`src/rtl/bkpt_pkg.sv`:
```
package bkpt_pkg;

    typedef enum logic [1:0] {
        DIR_RD   = 2'b00,
        DIR_WR   = 2'b01,
        DIR_ANY  = 2'b10,
        DIR_RSVD = 2'b11
    } bk_dir_e;

    typedef enum logic [1:0] {
        SZ_LONG = 2'b00,
        SZ_BYTE = 2'b01,
        SZ_WORD = 2'b10,
        SZ_TRI  = 2'b11
    } bk_size_e;

    typedef enum logic {
        ST_ARMED = 1'b0,
        ST_FIRE  = 1'b1
    } bk_state_e;

    localparam int unsigned LANE_N = 4;
    localparam int unsigned OFS_W  = 2;
    localparam int unsigned CTRL_W = 6;

    typedef struct packed {
        logic [1:0] size;
        logic       szmask;
        logic [1:0] dir;
        logic       en;
    } bk_ctrl_t;

endpackage

```
`src/rtl/bkpt_lane_decode.sv`:
```
module bkpt_lane_decode
    import bkpt_pkg::*;
(
    input  logic [1:0]        size,
    input  logic [OFS_W-1:0]  ofs,
    output logic [LANE_N-1:0] lanes
);
    logic [LANE_N-1:0]   base;
    logic [2*LANE_N-1:0] wide;

    always_comb begin
        unique case (bk_size_e'(size))
            SZ_LONG: base = 4'b1111;
            SZ_BYTE: base = 4'b0001;
            SZ_WORD: base = 4'b0011;
            SZ_TRI:  base = 4'b0111;
            default: base = 4'b0000;
        endcase
        wide  = {{LANE_N{1'b0}}, base} << ofs;
        lanes = wide[LANE_N-1:0];
    end
endmodule

```
`src/rtl/bkpt_cfg_regs.sv`:
```
module bkpt_cfg_regs
    import bkpt_pkg::*;
#(
    parameter int unsigned ADDR_W = 32
) (
    input  logic              clk,
    input  logic              rst_n,
    input  logic              cfg_wr,
    input  logic              cfg_sel,
    input  logic [ADDR_W-1:0] cfg_wdata,
    output logic [ADDR_W-1:0] cmp_addr,
    output bk_ctrl_t          ctrl
);
    always_ff @(posedge clk or negedge rst_n) begin
        if (!rst_n) begin
            cmp_addr <= '0;
            ctrl     <= '0;
        end else if (cfg_wr) begin
            if (cfg_sel) ctrl     <= bk_ctrl_t'(cfg_wdata[CTRL_W-1:0]);
            else         cmp_addr <= cfg_wdata;
        end
    end
endmodule

```
`src/rtl/bkpt_match.sv`:
```
module bkpt_match
    import bkpt_pkg::*;
#(
    parameter int unsigned ADDR_W = 32
) (
    input  logic              acc_valid,
    input  logic [ADDR_W-1:0] acc_addr,
    input  logic              acc_rd,
    input  logic [1:0]        acc_size,
    input  logic              acc_cont,
    input  logic              acc_ext,
    input  logic [ADDR_W-1:0] cmp_addr,
    input  bk_ctrl_t          ctrl,
    output logic              hit
);
    logic [LANE_N-1:0] acc_lanes;
    logic [LANE_N-1:0] cmp_lanes;
    logic dir_ok, upper_eq, full_eq, size_off, addr_ok;

    bkpt_lane_decode u_acc_lanes (
        .size (acc_size),
        .ofs  (acc_addr[OFS_W-1:0]),
        .lanes(acc_lanes)
    );

    bkpt_lane_decode u_cmp_lanes (
        .size (ctrl.size),
        .ofs  (cmp_addr[OFS_W-1:0]),
        .lanes(cmp_lanes)
    );

    always_comb begin
        unique case (bk_dir_e'(ctrl.dir))
            DIR_RD:   dir_ok = acc_rd;
            DIR_WR:   dir_ok = !acc_rd;
            DIR_ANY:  dir_ok = 1'b1;
            DIR_RSVD: dir_ok = 1'b0;
            default:  dir_ok = 1'b0;
        endcase
        upper_eq = (acc_addr[ADDR_W-1:OFS_W] == cmp_addr[ADDR_W-1:OFS_W]);
        full_eq  = upper_eq && (acc_addr[OFS_W-1:0] == cmp_addr[OFS_W-1:0]);
        size_off = ctrl.szmask || acc_ext;
        addr_ok  = size_off ? full_eq : (upper_eq && |(acc_lanes & cmp_lanes));
        hit      = ctrl.en && acc_valid && !acc_cont && dir_ok && addr_ok;
    end
endmodule

```
`src/rtl/bkpt_cmp.sv`:
```
module bkpt_cmp
    import bkpt_pkg::*;
#(
    parameter int unsigned ADDR_W = 32
) (
    input  logic              clk,
    input  logic              rst_n,
    input  logic              cfg_wr,
    input  logic              cfg_sel,
    input  logic [ADDR_W-1:0] cfg_wdata,
    input  logic              acc_valid,
    input  logic [ADDR_W-1:0] acc_addr,
    input  logic              acc_rd,
    input  logic [1:0]        acc_size,
    input  logic              acc_cont,
    input  logic              acc_ext,
    output logic              brk
);
    logic [ADDR_W-1:0] cmp_addr;
    bk_ctrl_t          ctrl;
    logic              hit;
    bk_state_e         state, state_nx;

    bkpt_cfg_regs #(.ADDR_W(ADDR_W)) u_regs (
        .clk      (clk),
        .rst_n    (rst_n),
        .cfg_wr   (cfg_wr),
        .cfg_sel  (cfg_sel),
        .cfg_wdata(cfg_wdata),
        .cmp_addr (cmp_addr),
        .ctrl     (ctrl)
    );

    bkpt_match #(.ADDR_W(ADDR_W)) u_match (
        .acc_valid(acc_valid),
        .acc_addr (acc_addr),
        .acc_rd   (acc_rd),
        .acc_size (acc_size),
        .acc_cont (acc_cont),
        .acc_ext  (acc_ext),
        .cmp_addr (cmp_addr),
        .ctrl     (ctrl),
        .hit      (hit)
    );

    // Next state: HIT (ARMED->FIRE), REHIT (FIRE->FIRE), MISS (FIRE->ARMED)
    always_comb begin
        unique case (state)
            ST_ARMED: state_nx = hit ? ST_FIRE : ST_ARMED;
            ST_FIRE:  state_nx = hit ? ST_FIRE : ST_ARMED;
            default:  state_nx = ST_ARMED;
        endcase
    end

    always_ff @(posedge clk or negedge rst_n) begin
        if (!rst_n) state <= ST_ARMED;
        else        state <= state_nx;
    end

    always_comb begin
        unique case (state)
            ST_ARMED: brk = 1'b0;
            ST_FIRE:  brk = 1'b1;
            default:  brk = 1'b0;
        endcase
    end
endmodule

```
`config.mk`:
```
export PLATFORM = sky130hd
export DESIGN_NAME = bkpt_cmp
export DESIGN_NICKNAME = d
export VERILOG_FILES = /design/src/rtl/bkpt_pkg.sv /design/src/rtl/bkpt_lane_decode.sv /design/src/rtl/bkpt_cfg_regs.sv /design/src/rtl/bkpt_match.sv /design/src/rtl/bkpt_cmp.sv
export SDC_FILE = /design/constraint.sdc
export NUM_CORES = 1
export LEC_CHECK = 0
export BUFFER_PORTS_ARGS = -buffer_cell sky130_fd_sc_hd__buf_2
export CAP_MARGIN = 20
export CORE_MARGIN = 2
export CORE_UTILIZATION = 35
export CTS_BUF_LIST = sky130_fd_sc_hd__clkbuf_4 sky130_fd_sc_hd__clkbuf_8 sky130_fd_sc_hd__clkbuf_16
export DETAILED_ROUTE_END_ITERATION = 10
export GPL_TIMING_DRIVEN = 0
export PLACE_DENSITY = 0.65
export SYNTH_ARGS = -nofsm -noshare
export SYNTH_HDL_FRONTEND = slang
export SYNTH_SLANG_ARGS = --single-unit
```
`constraint.sdc`:
```
create_clock -name clk -period 3.2 [get_ports clk]
set_input_delay 0.16 -clock clk [delete_from_list [all_inputs] [get_ports clk]]
set_output_delay 0.16 -clock clk [all_outputs]
set_load 0.01 [all_outputs]
```
==> impl_results.md, run 1 <==
* Die X at 79.5 µm
* 1st-iter DRT viols at 65
* Clock network fraction of total power at 0.359
* CTS Buffer Depth at 2
* PD cells at 525 nW/µm²
* Synth cell types at 26
* Synth warn at 0
* Gr ovfl total at 0
* Register area share after synthesis at 0.489
* Mapped Cells at 154
* Syn_nets at 232
* Post-synthesis mux area share at 0.222
* Worst Tran Pin Value at 0.874 ns
* MaxCap Viol Count at 0
* Setup violations, final at 0
* Adder-Cell Fraction of Synth Area at 0.0251
* Clock buffer count from CTS at 5
* CP endpoint kind: flop
* GRT met1 Usage at 0.165
* Worst min path class: in -> async
* WL per Instance at 13.3 µm
* Logic pwr share at 0.192
* Critical Path, Cell by Cell: xor2_1, nor4_1, nand4_1, nor4_1, o311a_1
* Post-Layout Cell Count at 308
* Top post-synthesis cells by area: dfrtp_1 (49%), mux2_2 (20%), xor2_1 (9.2%), xnor2_1 (5.3%), ha_1 (2.5%)
* Placed Instances at 300
* Final hold violations at 35
* Fin worst setup slack at 1.55 ns
* GR Util met2 at 0.233
* Vias/cell at 4.69
* Input/output buffers at 74
* Failing checks: hold timing
* Critical path's slowest cell: dfrtp_1
* Period utilisation layout at 0.517
* Final critical-path required period at 1.65 ns
* Ratio of cells with drive above 1 in the final layout at 0.530
* Slowest stage delay, CP at 0.39 ns
* Unrepaired setup endpoints after global routing: no
* CTS tree: yes
* GPL Wtd Cong at 0.720
* Switching pwr at 329 µW
* P&R area growth vs syn at 29.9%
* Crit-path most repeated cell: nor4_1
* Pre-CTS setup slack at 1.51 ns
* Syn_area_per_cell at 13.0 µm²
* Complex-gate fraction of the synthesized area at 0.0445
* Setup TNS at 0 ns
* Reg power frac at 0.450
* Initial Utilization at 0.362
* Worst Setup Start Kind: flop
* Clock transition at path regs at 0.08 ns
* PostCTS Resize Cnt at 0
* Synthesized flop and latch total at 39
* Lkg Pwr at 0.00120 µW
* Mapped cell area at 1990 µm²
* Initial antenna violation count at 0
* Max-slew headroom at 0.418
* DR pass1 iterations at 4
* Root Driver: clkbuf_8
* XOR/XNOR share of the synthesized area at 0.145
* Residual DRC at 0
* Crit path kind: reg -> reg
* Instance area after placement at 2450 µm²
* Int Pwr at 1030 µW
* Row cnt at 27
* CP max FO at 2
* Die Footprint at 6320 µm²
* Final net count at 313
* Vias in the first global route at 1426
* Via count at 1443
* Final Cell Area at 2590 µm²
* Max H-tree Level at 2
* Total power at 1360 µW
* Gr usage total at 0.139
* IO Pins at 75
* Setup Fix Bufs, Post-CTS at 0
* WP data arrival at 1.89 ns
* GRT busiest layer: met2
* Main combinational cell family by area after synthesis: multiplexers
* Clock Skews at 0.00503 ns
* Worst vdd ir at 0.000248 V
* Yosys top cell area share at 0.489
* Die Ht at 79.5 µm
* Routed WL at 4100 µm
* Status: finished with violations
* Sw Share at 0.242
* M3 GR Usage at 0.0520
* Final Slew Violations at 0
* Core area at 5510 µm²
* First-pass GRT wire length at 6570 µm
* ANT nets after route at 0
* Yosys top cell by area: dfrtp_1
* Simple-gate share of the synthesized area at 0.0527
* Post-DP HPWL at 3180 µm
* Worst EP required at 3.43 ns
* ANT cells at 0
* Largest net degree at the start of global routing at 40
* Clk Latency, worst-skew pair at 0.29 ns
* Max Clk Rate at 0.605 GHz
* Filler instances at 548
* CTS Hold Buffers Added at 0
* Clk sinks at 39
* Final hold slack at -0.0163 ns
==> metrics by stage <==
step | util | hold slack, ns
floorplan | - | -0.136
global placement | 0.446 | 0.342
detailed placement | 0.446 | 0.340
CTS | 0.471 | 0.0170
global route | 0.471 | 0.0704
finish | 0.471 | -0.0163
==> cell type report <==
cell class,count,area [µm²],area share
Inverter,5,18.8,0.00724
Timing Repair Buffer,74,370,0.143
Multi-Input combinational cell,105,976,0.377
Sequential cell,39,976,0.377
Clock inverter,3,67.6,0.0261
Tap cell,72,90.1,0.0348
Clock buffer,5,68.8,0.0266
Buffer,5,23.8,0.00917
==> synth_stat cells, drive strengths merged <==
cell and n:
a21oi 2, a22o 1, a22oi 1, buf 4
clkbuf 1, dfrtp 39, ha 4, inv 5
mux2 39, nand2 1, nand4 4, nand4b 1
nor2 3, nor2b 3, nor4 6, o21a 1
o21ai 1, o221ai 1, o22ai 1, o311a 1
o311ai 2, xnor2 12, xor2 21
==> worst paths after layout <==
kind / from / endpoint / slack (ns) / cells after the start
min in group clk: cfg_wdata[7] / u_regs.cmp_addr[7] / 0.08 / 2
max in group asynchronous: rst_n / u_regs.cmp_addr[27] / 2.67 / 1
hold / removal: rst_n / u_regs.cmp_addr[16] / -0.02 / 1
setup / recovery: u_regs.cmp_addr[16] / state / 1.55 / 5
setup reg to reg: u_regs.cmp_addr[16] / state / 1.55 / 5
hold reg to reg: u_regs.cmp_addr[7] / u_regs.cmp_addr[7] / 0.51 / 1
==> layout by cell type, fill, tap and decap left out <==
master and instances:
a21oi_1 2, a22o_2 1, a22oi_1 1, buf_2 78, bufinv_16 2, clkbuf_1 1
clkbuf_8 5, clkinvlp_4 1, dfrtp_1 39, ha_1 4, inv_1 5, mux2_1 2
mux2_2 36, mux2_4 1, nand2_1 1, nand4_1 4, nand4b_1 1, nor2_1 3
nor2b_1 3, nor4_1 6, o21a_1 1, o21ai_0 1, o221ai_2 1, o22ai_1 1
o311a_1 1, o311ai_0 1, o311ai_1 1, xnor2_1 12, xor2_1 21
==> worst max-delay path, delay by kind of cell, from the launching register on <==
family	cells	cell delay (ns)
DFF	1	0.39
and+or+nand+nor	3	0.83
xor gates and xnor gates	1	0.16
AOI/OAI and AO/OA	1	0.22
==> registers in the layout (all words and copies together), names as in the netlist <==
name             cells
u_regs.cmp_addr     32
state                1
u_regs.ctrl          6
==> layer usage <==
layer | vias to the layer above | part of all wire | wire [µm]
li1 | 706 | - | -
met1 | 691 | 0.43 | 1750
met2 | 41 | 0.49 | 1990
met3 | 5 | 0.076 | 312
met4 | 0 | 0.012 | 50
met5 | - | 0 | 0
==> power groups by stage <==
stage | Sequential (µW) | Clock (µW) | Combinational [µW]
6_report | 611 | 488 | 260
5_1_grt | 621 | 526 | 292
4_1_cts | 612 | 502 | 266
2_1_floorplan | 611 | 0 | 177
3_3_place_gp | 619 | 0 | 259
3_5_place_dp | 623 | 0 | 265
==> logic make-up (layout without fill, tap and decap cells) <==
| family | Yosys count | in the layout |
|---|---|---|
| muxes | 39 | 39 |
| and+or+nand+nor | 18 | 18 |
| DFF | 39 | 39 |
| xor gates and xnor gates | 33 | 33 |
| buffers and inverters | 10 | 92 |
| AOI/OAI and AO/OA | 11 | 11 |
| adders and majority gates | 4 | 4 |
Note: power is estimated with default switching activity, not from simulation.
==> inputs of run 2 (changes only) <==
--- a/config.mk
+++ b/config.mk
@@ -12,7 +12,7 @@
 export CTS_BUF_LIST = sky130_fd_sc_hd__clkbuf_4 sky130_fd_sc_hd__clkbuf_8 sky130_fd_sc_hd__clkbuf_16
 export DETAILED_ROUTE_END_ITERATION = 10
 export GPL_TIMING_DRIVEN = 0
-export PLACE_DENSITY = 0.65
+export PLACE_DENSITY = 0.67
 export SYNTH_ARGS = -nofsm -noshare
 export SYNTH_HDL_FRONTEND = slang
 export SYNTH_SLANG_ARGS = --single-unit
==> constraint.sdc (replaced) <==
create_clock -name clk -period 1.39 [get_ports clk]
set_input_delay 0.0695 -clock clk [delete_from_list [all_inputs] [get_ports clk]]
set_output_delay 0.0695 -clock clk [all_outputs]
set_load 0.01 [all_outputs]
==> run 2 against run 1 <==
  * The flow finishes with violations (setup timing)
  * Total power up 130%
  * Hold slack better by 0.027 ns
  * Sequential power up 130%
  * Clock skew about the same
  * Core utilization up 2.6 points
  * Maximum frequency up 6.7%
  * Combinational power up 150%
  * Via count up 3.7%
  * Register-to-register slack worse by 1.7 ns
  * Largest power group unchanged
==> impl_results.md, run 2 (synthesis results as in run 1) <==
* Via count at 1497
* Ratio of cells with drive above 1 in the final layout at 0.514
* WP data arrival at 1.78 ns
* Final Cell Area at 2740 µm²
* Setup violations, final at 1
* Final hold slack at 0.0103 ns
* Unrepaired setup endpoints after global routing: yes
* Worst EP required at 1.62 ns
* Row cnt at 27
* Clk Latency, worst-skew pair at 0.29 ns
* Setup Fix Bufs, Post-CTS at 0
* Gr ovfl total at 0
* Slowest stage delay, CP at 0.40 ns
* Core area at 5510 µm²
* P&R area growth vs syn at 37.2%
* Clock buffer count from CTS at 5
* Reg-to-Reg Start: u_regs.ctrl[4]
* CTS tree: yes
* Setup TNS at -0.160 ns
* ANT nets after route at 0
* IO Pins at 75
* First-pass GRT wire length at 7170 µm
* Most frequent cells in the layout: buf_2 (78), dfrtp_1 (39), mux2_2 (36)
* Initial antenna violation count at 0
* CTS Buffer Depth at 2
* Worst Setup Start Kind: flop
* Final net count at 326
* Initial Utilization at 0.362
* Residual DRC at 0
* Leading registers by flop count: u_regs.cmp_addr: 32 flops, u_regs.ctrl: 6 flops, state: 1 flops
* Bufs and invs on worst path at 0
* Max Clk Rate at 0.645 GHz
* Gr usage total at 0.150
* HP Start: cfg_wdata[11]
* Vias/cell at 4.66
* Root Driver: clkbuf_8
* Die X at 79.5 µm
* Critical Path, Cell by Cell: ha_1, nor2b_2, a22o_2, o311ai_1, o311a_1
* Lkg Pwr at 0.00126 µW
* Crit path from: u_regs.ctrl[4]
* Worst vdd ir at 0.000530 V
* Commonest non-fill, non-tap cell in the layout: buf_2
* Crit path kind: reg -> reg
* CP endpoint kind: flop
* Max H-tree Level at 2
* PD cells at 1160 nW/µm²
* Utilization after layout at 0.497
* Final hold violations at 0
* Critical path's slowest cell: dfrtp_1
* Max-slew headroom at 0.409
* Clock Skews at 0.00543 ns
* Number of flip-flops under the largest register name at 32
* 1st-iter DRT viols at 30
* Instance area after placement at 2460 µm²
* GPL Wtd Cong at 0.759
* Fin worst setup slack at -0.160 ns
* Largest reg by FF count: u_regs.cmp_addr
* CP max FO at 3
* Routed WL at 4330 µm
* MaxCap Viol Count at 0
* Delay-heaviest family, CP: compound AO/OA/AOI/OAI gates
* DR pass1 iterations at 4
* Failing checks: setup timing
* Vias in the first global route at 1565
* Die Footprint at 6320 µm²
* Clock transition at path regs at 0.08 ns
* Final Slew Violations at 0
* Period utilisation layout at 1.11
* Clk sinks at 39
* ANT cells at 0
* Status: finished with violations
* Largest net degree at the start of global routing at 40
* Input/output buffers at 74
* Die Ht at 79.5 µm
* Post-DP HPWL at 3260 µm
* WL per Instance at 13.5 µm
* Final critical-path required period at 1.55 ns
* Worst Tran Pin Value at 0.887 ns
* Worst min path class: in -> reg
[run 2: worst paths after layout]
| kind | endpoint | slack, ns | cells past startpoint |
|---|---|---|---|
| max | state | -0.16 | 5 |
| min | u_regs.cmp_addr[11] | 0.01 | 2 |
| max reg2reg | state | -0.16 | 5 |
| min reg2reg | u_regs.cmp_addr[7] | 0.51 | 1 |
| max in group asynchronous | u_regs.cmp_addr[30] | 0.40 | 2 |
| min in group asynchronous | u_regs.cmp_addr[10] | 0.44 | 2 |
[run 2: per-layer routing]
layer	track usage	vias up	share of wire	routed length (µm)
met5	0	-	0	0
met4	0.0466	0	0.013	55
met3	0.0441	6	0.063	271
met2	0.261	47	0.50	2160
met1	0.176	707	0.43	1850
li1	-	737	-	-
[run 2: power by group]
part | total [µW] | internal, µW | switching, µW
Combinational | 637 | 386 | 251
Clock | 1120 | 716 | 406
Sequential | 1410 | 1300 | 113
[run 2: stage by stage]
stage | instances | worst slack (ns) | power, µW
finish | 321 | -0.160 | 3170
global route | 321 | -0.220 | 3370
CTS | 319 | -0.162 | 3220
detailed placement | 300 | -0.260 | 2050
global placement | 300 | -0.263 | 2020
floorplan | 154 | -0.00519 | 1820
[run 2: cell type report]
class	count	area (µm²)
buffer	5	23.8
clock inverter	3	67.6
sequential	39	976
timing repair buffer	87	500
tap	72	90.1
fill	521	2770
multi-input combinational	105	991
inverter	5	18.8
clock buffer	5	68.8
[run 2: what timing repair did]
item,4_1_cts,5_1_grt
pin swaps,1,2
endpoints found under the hold margin,49,2
endpoints found under the setup margin,1,1
hold buffers,11,2
gates cloned,0,0
resized for setup,2,1
[run 2: worst register-to-register path, delay by kind of cell, from the launching register on]
| kind | cells | cell delay (ns) |
|---|---|---|
| flip-flops | 1 | 0.40 |
| AO/OA/AOI/OAI | 3 | 0.72 |
| adder cells (fa/ha/maj) | 1 | 0.21 |
| AND/OR/NAND/NOR | 1 | 0.16 |
==> inputs of run 3 (changes only) <==
--- a/config.mk
+++ b/config.mk
@@ -12,7 +12,7 @@
 export CTS_BUF_LIST = sky130_fd_sc_hd__clkbuf_4 sky130_fd_sc_hd__clkbuf_8 sky130_fd_sc_hd__clkbuf_16
 export DETAILED_ROUTE_END_ITERATION = 10
 export GPL_TIMING_DRIVEN = 0
-export PLACE_DENSITY = 0.67
+export REMOVE_ABC_BUFFERS = 1
 export SYNTH_ARGS = -nofsm -noshare
 export SYNTH_HDL_FRONTEND = slang
 export SYNTH_SLANG_ARGS = --single-unit
==> run 3 against run 2 <==
  * The flow still finishes with violations (setup timing)
  * Critical endpoint unchanged
  * Clock skew is 0.0014 ns higher
  * Hold slack worse by 0.00092 ns
  * Setup slack better by 0.0095 ns
  * Clock-buffer cell count up 1
==> impl_results.md, run 3 (synthesis results as in run 1) <==
* Final Cell Area at 2760 µm²
* Row cnt at 27
* GPL Wtd Cong at 0.714
* Clock buffer count from CTS at 5
* Period utilisation layout at 1.11
* Residual DRC at 0
* Input/output buffers at 74
* Core area at 5510 µm²
* GRT busiest layer: met2
* Via count at 1498
* Worst Hold Depth at 2
* Unrepaired setup endpoints after global routing: yes
* P&R area growth vs syn at 38.3%
* Final hold slack at 0.00935 ns
* Worst Setup Start Kind: flop
* PD cells at 1110 nW/µm²
* Setup violations, final at 1
* Initial Utilization at 0.362
* Root Driver: clkbuf_8
* Final critical-path required period at 1.54 ns
* R2R depth at 5
* Ratio of cells with drive above 1 in the final layout at 0.512
* Clock transition at path regs at 0.08 ns
* Crit path kind: reg -> reg
* Final hold violations at 0
* Clk Latency, worst-skew pair at 0.30 ns
* Post-DP HPWL at 3010 µm
* DR pass1 iterations at 4
* CP max FO at 2
* WP data arrival at 1.78 ns
* Number of flip-flops under the largest register name at 32
* Die Footprint at 6320 µm²
* Clock Skews at 0.00682 ns
* Vias/cell at 4.68
* Die X at 79.5 µm
* Fin worst setup slack at -0.150 ns
* 1st-iter DRT viols at 10
* GRT met1 Usage at 0.171
* Worst Tran Pin Value at 0.914 ns
* First-pass GRT wire length at 6840 µm
* Setup TNS at -0.150 ns
* Worst EP required at 1.63 ns
* Max-slew headroom at 0.390
* Failing checks: setup timing
* Initial antenna violation count at 0
* M3 GR Usage at 0.0464
* IO Pins at 75
* WL per Instance at 12.9 µm
* Worst vdd ir at 0.000681 V
* Largest reg by FF count: u_regs.cmp_addr
* Routed WL at 4130 µm
* CP endpoint kind: flop
* Gr usage total at 0.141
* Max H-tree Level at 2
* ANT nets after route at 0
* Clk sinks at 39
* Vias in the first global route at 1527
* Max Clk Rate at 0.649 GHz
* Final Slew Violations at 0
* Die Ht at 79.5 µm
* MaxCap Viol Count at 0
* Gr ovfl total at 0
* Status: finished with violations
* Commonest non-fill, non-tap cell in the layout: buf_2
* Setup Fix Bufs, Post-CTS at 0
* Instance area after placement at 2440 µm²
* Largest net degree at the start of global routing at 40
* CTS Buffer Depth at 2
* GR Util met2 at 0.232
* CTS tree: yes
* Leading registers by flop count: u_regs.cmp_addr: 32 flops, u_regs.ctrl: 6 flops, state: 1 flops
* Most frequent cells in the layout: buf_2 (74), dfrtp_1 (39), mux2_2 (36)
* Worst min path class: in -> reg
* ANT cells at 0
* Final net count at 325
* Lkg Pwr at 0.00126 µW
## run 3: worst paths after layout
kind | startpoint | end | slack, ns
setup / recovery | u_regs.cmp_addr[30] | state | -0.15
hold / removal | cfg_wdata[9] | u_regs.cmp_addr[9] | 0.009
setup reg to reg | u_regs.cmp_addr[30] | state | -0.15
hold reg to reg | u_regs.ctrl[5] | u_regs.ctrl[5] | 0.51
max in group asynchronous | rst_n | u_regs.cmp_addr[31] | 0.38
min in group asynchronous | rst_n | u_regs.cmp_addr[5] | 0.45
## run 3: power breakdown
group          leakage (µW)  internal, µW  switching (µW)  total (µW)
Clock             0.0000612           581             409         990
Combinational      0.000739           391             250         641
Sequential         0.000460          1300             118        1420
## run 3: per-layer routing
layer	up-vias	routed length, µm
met1	706	1870
met3	8	339
met5	-	0
met2	56	1870
met4	0	57
li1	728	-
## run 3: worst max-delay path, stage by stage (launching register included)
cell and delay, ns:
dfrtp_1 0.40, xor2_1 0.16, nor4_2 0.30, nand4_1 0.20, nor4_2 0.23, o311a_1 0.20
## run 3: stage by stage
step / util / cells / power [µW] / setup slack (ns)
after detailed placement: 0.443 / 295 / 2030 / -0.342
after global placement: 0.441 / 295 / 2020 / -1.55
after CTS: 0.497 / 319 / 3080 / -0.194
after floorplan: - / 149 / 1810 / -0.677
after global routing: 0.501 / 320 / 3230 / -0.264
final: 0.501 / 320 / 3050 / -0.150
## run 3: area by class of cell
| class | count | area, µm² |
|---|---|---|
| clock buffers | 6 | 82.6 |
| clock inverters | 2 | 35.0 |
| fillers | 525 | 2750 |
| inverters | 5 | 18.8 |
| multi-input cells | 105 | 1010 |
| flip-flops and latches | 39 | 976 |
| well taps | 72 | 90.1 |
| repair buffers | 91 | 541 |
## run 3: timing repair
action                                  in CTS  in global routing
hold endpoints to repair                    54                  1
pin swaps                                    1                  1
gates resized for setup                      3                  2
hold buffers                                16                  1
endpoints found under the setup margin       1                  1
